**src/rtl/fwh_tgt_pkg.sv**
```systemverilog
package fwh_tgt_pkg;

   typedef enum logic [3:0] {
      ST_IDLE,
      ST_IDSEL,
      ST_ADDR,
      ST_WDATA,
      ST_TAR_IN,
      ST_TAR_OWN,
      ST_SYNC,
      ST_RDATA,
      ST_TAR_OUT
   } fwh_state_e;

   localparam logic [3:0] NIB_START_RD   = 4'hD;
   localparam logic [3:0] NIB_START_WR   = 4'hE;
   localparam logic [3:0] NIB_ONES       = 4'hF;
   localparam logic [3:0] NIB_SYNC_READY = 4'h0;

endpackage

```
**src/rtl/fwh_tgt_seq.sv**
```systemverilog
module fwh_tgt_seq
   import fwh_tgt_pkg::*;
#(
   parameter int ADDR_NIBS = 7,
   parameter int DATA_NIBS = 2,
   parameter int CNT_W     = 3
) (
   input  logic             clk,
   input  logic             rst_n,
   input  logic             frame_start,
   input  logic [3:0]       nib_in,
   input  logic [3:0]       id_strap,
   output fwh_state_e       state,
   output logic [CNT_W-1:0] field_cnt,
   output logic             is_write
);

   localparam logic [CNT_W-1:0] ADDR_LAST = CNT_W'(ADDR_NIBS - 1);
   localparam logic [CNT_W-1:0] DATA_LAST = CNT_W'(DATA_NIBS - 1);

   always_ff @(posedge clk) begin
      if (!rst_n) begin
         state     <= ST_IDLE;
         field_cnt <= '0;
         is_write  <= 1'b0;
      end else if (frame_start) begin
         field_cnt <= '0;
         if (nib_in == NIB_START_RD) begin
            state    <= ST_IDSEL;
            is_write <= 1'b0;
         end else if (nib_in == NIB_START_WR) begin
            state    <= ST_IDSEL;
            is_write <= 1'b1;
         end else begin
            state <= ST_IDLE;
         end
      end else begin
         case (state)
            ST_IDSEL: begin
               field_cnt <= '0;
               state     <= (nib_in == id_strap) ? ST_ADDR : ST_IDLE;
            end
            ST_ADDR: begin
               if (field_cnt == ADDR_LAST) begin
                  field_cnt <= '0;
                  state     <= is_write ? ST_WDATA : ST_TAR_IN;
               end else begin
                  field_cnt <= field_cnt + 1'b1;
               end
            end
            ST_WDATA: begin
               if (field_cnt == DATA_LAST) begin
                  field_cnt <= '0;
                  state     <= ST_TAR_IN;
               end else begin
                  field_cnt <= field_cnt + 1'b1;
               end
            end
            ST_TAR_IN:  state <= ST_TAR_OWN;
            ST_TAR_OWN: state <= ST_SYNC;
            ST_SYNC: begin
               field_cnt <= '0;
               state     <= is_write ? ST_TAR_OUT : ST_RDATA;
            end
            ST_RDATA: begin
               if (field_cnt == DATA_LAST) begin
                  field_cnt <= '0;
                  state     <= ST_TAR_OUT;
               end else begin
                  field_cnt <= field_cnt + 1'b1;
               end
            end
            default: state <= ST_IDLE;
         endcase
      end
   end

endmodule

```
**src/rtl/fwh_tgt_capture.sv**
```systemverilog
module fwh_tgt_capture
   import fwh_tgt_pkg::*;
#(
   parameter int MEM_AW    = 20,
   parameter int DATA_W    = 8,
   parameter int DATA_NIBS = 2,
   parameter int CNT_W     = 3
) (
   input  logic              clk,
   input  logic              rst_n,
   input  fwh_state_e        state,
   input  logic [CNT_W-1:0]  field_cnt,
   input  logic [3:0]        nib_in,
   input  logic [DATA_W-1:0] mem_rdata,
   output logic [MEM_AW-1:0] addr_q,
   output logic [DATA_W-1:0] wdata_q,
   output logic [DATA_W-1:0] rdata_q
);

   always_ff @(posedge clk) begin
      if (!rst_n) begin
         addr_q  <= '0;
         rdata_q <= '0;
      end else begin
         if (state == ST_ADDR)
            addr_q <= MEM_AW'({addr_q, nib_in});
         if (state == ST_TAR_OWN)
            rdata_q <= mem_rdata;
      end
   end

   for (genvar g = 0; g < DATA_NIBS; g++) begin : g_wnib
      logic [3:0] nib_q;
      always_ff @(posedge clk) begin
         if (!rst_n)
            nib_q <= '0;
         else if (state == ST_WDATA && field_cnt == CNT_W'(g))
            nib_q <= nib_in;
      end
      assign wdata_q[g*4 +: 4] = nib_q;
   end

endmodule

```
**src/rtl/fwh_tgt_drive.sv**
```systemverilog
module fwh_tgt_drive
   import fwh_tgt_pkg::*;
#(
   parameter int DATA_W    = 8,
   parameter int DATA_NIBS = 2,
   parameter int CNT_W     = 3
) (
   input  fwh_state_e        state,
   input  logic [CNT_W-1:0]  field_cnt,
   input  logic [DATA_W-1:0] rdata_q,
   output logic [3:0]        bus_out,
   output logic              bus_oe
);

   logic [3:0] rd_nib;

   always_comb begin
      rd_nib = '0;
      for (int i = 0; i < DATA_NIBS; i++)
         if (field_cnt == CNT_W'(i))
            rd_nib = rdata_q[i*4 +: 4];
   end

   always_comb begin
      bus_oe  = 1'b0;
      bus_out = NIB_ONES;
      case (state)
         ST_TAR_OWN: begin bus_oe = 1'b1; bus_out = NIB_ONES;       end
         ST_SYNC:    begin bus_oe = 1'b1; bus_out = NIB_SYNC_READY; end
         ST_RDATA:   begin bus_oe = 1'b1; bus_out = rd_nib;         end
         ST_TAR_OUT: begin bus_oe = 1'b1; bus_out = NIB_ONES;       end
         default:    begin bus_oe = 1'b0; bus_out = NIB_ONES;       end
      endcase
   end

endmodule

```
**src/rtl/fwh_target.sv**
```systemverilog
module fwh_target
   import fwh_tgt_pkg::*;
#(
   parameter int ADDR_NIBS = 7,
   parameter int MEM_AW    = 20,
   parameter int DATA_W    = 8
) (
   input  logic              clk,
   input  logic              rst_n,
   input  logic              frame_start,
   input  logic [3:0]        bus_in,
   output logic [3:0]        bus_out,
   output logic              bus_oe,
   input  logic [3:0]        id_strap,
   output logic              mem_req,
   output logic              mem_we,
   output logic [MEM_AW-1:0] mem_addr,
   output logic [DATA_W-1:0] mem_wdata,
   input  logic [DATA_W-1:0] mem_rdata
);

   localparam int ADDR_W    = ADDR_NIBS * 4;
   localparam int DATA_NIBS = DATA_W / 4;
   localparam int MAX_NIBS  = (ADDR_NIBS > DATA_NIBS) ? ADDR_NIBS : DATA_NIBS;
   localparam int CNT_W     = (MAX_NIBS > 1) ? $clog2(MAX_NIBS) : 1;

   if (MEM_AW > ADDR_W || MEM_AW < 4) begin : g_bad_aw
      $error("MEM_AW must lie between 4 and the address field width");
   end
   if (DATA_W % 4 != 0 || DATA_W < 4) begin : g_bad_dw
      $error("DATA_W must be a positive multiple of 4");
   end

   fwh_state_e       state;
   logic [CNT_W-1:0] field_cnt;
   logic             is_write;
   logic [DATA_W-1:0] rdata_q;

   fwh_tgt_seq #(
      .ADDR_NIBS (ADDR_NIBS),
      .DATA_NIBS (DATA_NIBS),
      .CNT_W     (CNT_W)
   ) u_seq (
      .clk         (clk),
      .rst_n       (rst_n),
      .frame_start (frame_start),
      .nib_in      (bus_in),
      .id_strap    (id_strap),
      .state       (state),
      .field_cnt   (field_cnt),
      .is_write    (is_write)
   );

   fwh_tgt_capture #(
      .MEM_AW    (MEM_AW),
      .DATA_W    (DATA_W),
      .DATA_NIBS (DATA_NIBS),
      .CNT_W     (CNT_W)
   ) u_cap (
      .clk       (clk),
      .rst_n     (rst_n),
      .state     (state),
      .field_cnt (field_cnt),
      .nib_in    (bus_in),
      .mem_rdata (mem_rdata),
      .addr_q    (mem_addr),
      .wdata_q   (mem_wdata),
      .rdata_q   (rdata_q)
   );

   fwh_tgt_drive #(
      .DATA_W    (DATA_W),
      .DATA_NIBS (DATA_NIBS),
      .CNT_W     (CNT_W)
   ) u_drv (
      .state     (state),
      .field_cnt (field_cnt),
      .rdata_q   (rdata_q),
      .bus_out   (bus_out),
      .bus_oe    (bus_oe)
   );

   assign mem_req = (state == ST_TAR_IN);
   assign mem_we  = is_write;

endmodule

```
**config.mk**
```make
export PLATFORM = sky130hd
export DESIGN_NAME = fwh_target
export DESIGN_NICKNAME = d
export VERILOG_FILES = /design/src/rtl/fwh_tgt_pkg.sv /design/src/rtl/fwh_tgt_seq.sv /design/src/rtl/fwh_tgt_capture.sv /design/src/rtl/fwh_tgt_drive.sv /design/src/rtl/fwh_target.sv
export SDC_FILE = /design/constraint.sdc
export NUM_CORES = 1
export LEC_CHECK = 0
export BUFFER_PORTS_ARGS = -buffer_cell sky130_fd_sc_hd__clkbuf_2
export CAP_MARGIN = 20
export CORE_MARGIN = 2
export CORE_UTILIZATION = 56
export DETAILED_ROUTE_END_ITERATION = 7
export PLACE_DENSITY = 0.81
export SETUP_SLACK_MARGIN = 0.02
export SYNTH_ARGS = -nofsm -noshare
export SYNTH_HDL_FRONTEND = slang
export SYNTH_SLANG_ARGS = --single-unit
```
**constraint.sdc**
```tcl
create_clock -name clk -period 2.1 [get_ports clk]
set_input_delay 0.21 -clock clk [delete_from_list [all_inputs] [get_ports clk]]
set_output_delay 0.21 -clock clk [all_outputs]
set_load 0.02 [all_outputs]
```
==> impl_results.md <==
- Register area share after synthesis: between 40% and 50%
- Mapped Nets: between 200 and 300
- Status: finished clean
- Via density per instance: 5.437
- Cell internal power dissipation: between 1 and 1.5 mW
- Path type of the worst min-delay path: input pin to flip-flop
- Max-cap violations: 0
- Capture instance of the worst register-to-register path: u_cap.addr_q[0]$_SDFFE_PN0N_
- Peak VDD IR: about 0.0006 V
- Part of the total power dissipated in combinational logic: 4.6%
- Vertical extent of the die: 65.40 microns
- Standard cell area after detailed placement: ~2400 sq um
- Setup skew after layout: roughly 0.0051 ns
- Hold path start: mem_rdata[7]
- Delay of the slowest critical-path stage: roughly 0.46 ns
- WHS Path Cells: 3
- Filler cell count: 302
- Average size of a mapped cell: roughly 8.6 sq um
- Top metal layer carrying routed signals: met4
- Cell row count: 22
- Number of remaining DRC errors: 0
- Area share of the leading cell type in the synthesized netlist: between 40% and 50%
- Sum of net half-perimeters after detailed placement: ~3.0 mm
- Final number of max-transition violations: 0
- Antenna diode count: 0
- Kind of end point of the critical path: output port
- Worst path required time: 1.89 ns
- CTS H-tree lvls: 2
- Cell variety after synth: 46
- Synthesized area: 2111 sq um
- Global router's overall resource usage: a little under a quarter
- Async set or reset register ratio after synthesis: 0%
- Overall die area: between 4000 and 5000 sq um
- Post-synth top area cell: dfxtp_1
- CP cell instances: nand2b_1 -> nor2_1 -> o21ai_0 -> clkbuf_2
- Prevailing post-synth register cell: dfxtp_1
- Sequential power share: between 50 and 60%
- Setup TNS after final layout: 0 ns
- Switching Power: ~340 uW
- Transition time of the tightest slew-check pin: slightly below 0.7 ns
- Cell with the biggest individual delay on the critical path: dfxtp_1
- Number of global-route vias before repair: between 1500 and 2000
- Chip width: 65.40 microns
- Unrepaired setup endpoints after global routing: false
- Number of top-level pins: 54
- Post-synthesis to final-layout area growth: 18.73%
- Leading cell types in the layout, fill and taps excluded: nand2_1 (58), clkbuf_2 (53), dfxtp_1 (44)
- P per Cell Area: between 600 and 700 nW/um^2
- DR WL met2: ~2.1 mm
- Power share of the clock group: 42.9%
- Share of the core filled with cells in the final layout: between 60% and 70%
- Overall power consumption: about 1.6 mW
- Clock buffer count from CTS: 5
- Clock tree from TritonCTS: done
- Worst hold path endpoint: u_cap.rdata_q[7]$_SDFFE_PN0N_
- DR pass1 iterations: 4
- Maximum number of pins on one net before global-route repair: between 40 and 50
- R2R Path Start: u_seq.state[1]$_SDFFE_PN0P_
- Period utilization: about nine tenths
- Clock-pin slew reported for the worst setup and hold paths after clock tree synthesis: about 0.09 ns
- Clock sink count: 44
- Cts hold-fix bufs: 0
- Depth of the most critical reg-to-reg path: 4
- Min Tclk post-route: roughly 1.9 ns
- Via count: between 1500 and 2000
- Kind of launch point of the worst setup path: flip-flop
- Main area contributors after synthesis: dfxtp_1 (42%), a21boi_1 (10%), nand2_1 (10%), mux2i_1 (4.3%), xnor2_1 (2.9%)
- FF-to-FF setup slack: 0.43 ns
- Latest clock arrival within the worst-skew pair: about 0.30 ns
- Static Leak: 0.9339 nW
- Remaining Overflow, GRT: 0
- Drt initial violations: approximately 100
- Worst EP arrival: about 1.7 ns
- Wire length the detailed router placed on met1: 1.994 mm
- Post-layout net count: 313
- Warning count from the yosys run: 0
- Non-filler instance count after layout: ~340
- Final design instance area without fill: between 2000 and 3000 sq um
- Number of enable-type register cells in the synthesized netlist: 0
- Crit-path leading delay family: simple AND/OR/NAND/NOR gates
- Switching part of the total: between 20% and 30%
- Routability cong.: approximately 0.87
- Clk Tree Root Cell: clkbuf_8
- Initial core utilization: 58.09%
- Count of state elements after synthesis: between 40 and 50
- Maximum buffer depth of the clock tree: 2
- Number of setup buffers added after CTS: 0
- Final setup violating endpoints: 0
- Routed length per instance: 12.92 microns
- Final number of hold-violating endpoints: 0
- Placed Instances: 335
- Antenna violations before repair: 0
- Maximum frequency from static timing analysis: approximately 520 MHz
- Wire length reported by the detailed router: between 4 and 5 mm
- Resized cells post-CTS: 0
- Synthesized instance count: 245
- Leading cell type in the layout, fill and taps excluded: nand2_1
- Type of the setup path with the least slack: flip-flop to output port
- Met3 wirelength from detailed routing: between 200 and 250 microns
- Port Buffer Count: 53
- WP buf/inv: 1
- Max Fanout on Critical Path: 12
- First-pass GRT wire length: 7.810 mm
- Worst slew margin relative to its limit: between 50 and 60%
- Core area: approximately 3600 sq um
- Number of routed nets with antenna violations: 0
- Fraction of layout cells with a size suffix above 1: 25.08%
-- synth_stat cells, drive strengths merged, types with 2 or more instances --
master,n
xnor2,7
inv,4
o22ai,2
nor3,5
a22oi,5
nor2b,9
nand2b,4
a21boi,31
nand2,58
a21oi,3
o21ai,8
nor2,7
buf,11
xor2,2
nand3,11
and3,2
mux2i,9
clkbuf,4
dfxtp,44
-- metrics by stage --
stage          hold WS (ns)  setup slack (ns)
2_1_floorplan        0.3449            0.4478
3_3_place_gp         0.4409            0.5000
3_5_place_dp         0.4449            0.4632
4_1_cts              0.1732            0.1968
5_1_grt              0.2033           0.08262
6_report             0.1748            0.1747
-- logic make-up (layout without fill, tap and decap cells) --
kind of cell,count (synthesis),in the layout,share of synthesized area (%)
compound gates,59,59,20.45
simple gates,105,105,24.84
xor+xnor,9,9,3.735
flops,44,44,41.73
mux,9,9,4.268
buf+inv,19,69,4.979
-- power by group through the flow --
stage,logic [mW],clock network (mW),registers [mW]
final,0.0728,0.685,0.838
after global routing,0.0800,0.735,0.839
after CTS,0.0726,0.698,0.838
after detailed placement,0.0723,0,0.858
after global placement,0.0714,0,0.858
after floorplan,0.0416,0,0.857
-- flip-flops by register name, summed over array words and instances, names as in the netlist --
name                flops
u_cap.g_wnib.nib_q      8
u_seq.field_cnt         3
u_seq.state             4
u_seq.is_write          1
u_cap.rdata_q           8
u_cap.addr_q           20
-- worst register-to-register path: cells and delay by family, from the launching register on --
kind                   cells  cell delay, ns
AOI/OAI and AO/OA          1            0.06
buffers and inverters      1            0.15
DFF                        1            0.57
and+or+nand+nor            2            0.79
-- layer usage --
layer / up-vias / global-route usage, %
met3: 9 / 5.308
met1: 854 / 28.29
met5: - / 0
met4: 0 / 7.031
met2: 61 / 40.43
li1: 941 / -
-- worst max path at each step --
stage,start,end,slack (ns),cells past startpoint
floorplan,u_seq.field_cnt[0]$_SDFFE_PP0P_,bus_out[0],0.45,4
global placement,u_seq.state[1]$_SDFFE_PN0P_,u_cap.addr_q[3]$_SDFFE_PN0N_,0.50,4
detailed placement,u_seq.state[1]$_SDFFE_PN0P_,u_cap.addr_q[0]$_SDFFE_PN0N_,0.46,4
CTS,u_seq.state[3]$_SDFFE_PN0P_,bus_out[1],0.20,4
global route,u_seq.state[3]$_SDFFE_PN0P_,bus_out[1],0.08,4
finish,u_seq.state[3]$_SDFFE_PN0P_,bus_out[1],0.17,4
-- cell type report --
class / count / area (sq um) / share of cell area [%]
Clock buffer: 6 / 82.58 / 3.295
Clock inverter: 2 / 38.79 / 1.548
Inverter: 4 / 15.01 / 0.5991
Multi-Input combinational cell: 182 / 1134 / 45.23
Sequential cell: 44 / 880.8 / 35.15
Tap cell: 48 / 60.06 / 2.396
Timing Repair Buffer: 57 / 295.3 / 11.78
Note: power is estimated with default switching activity, not from simulation.
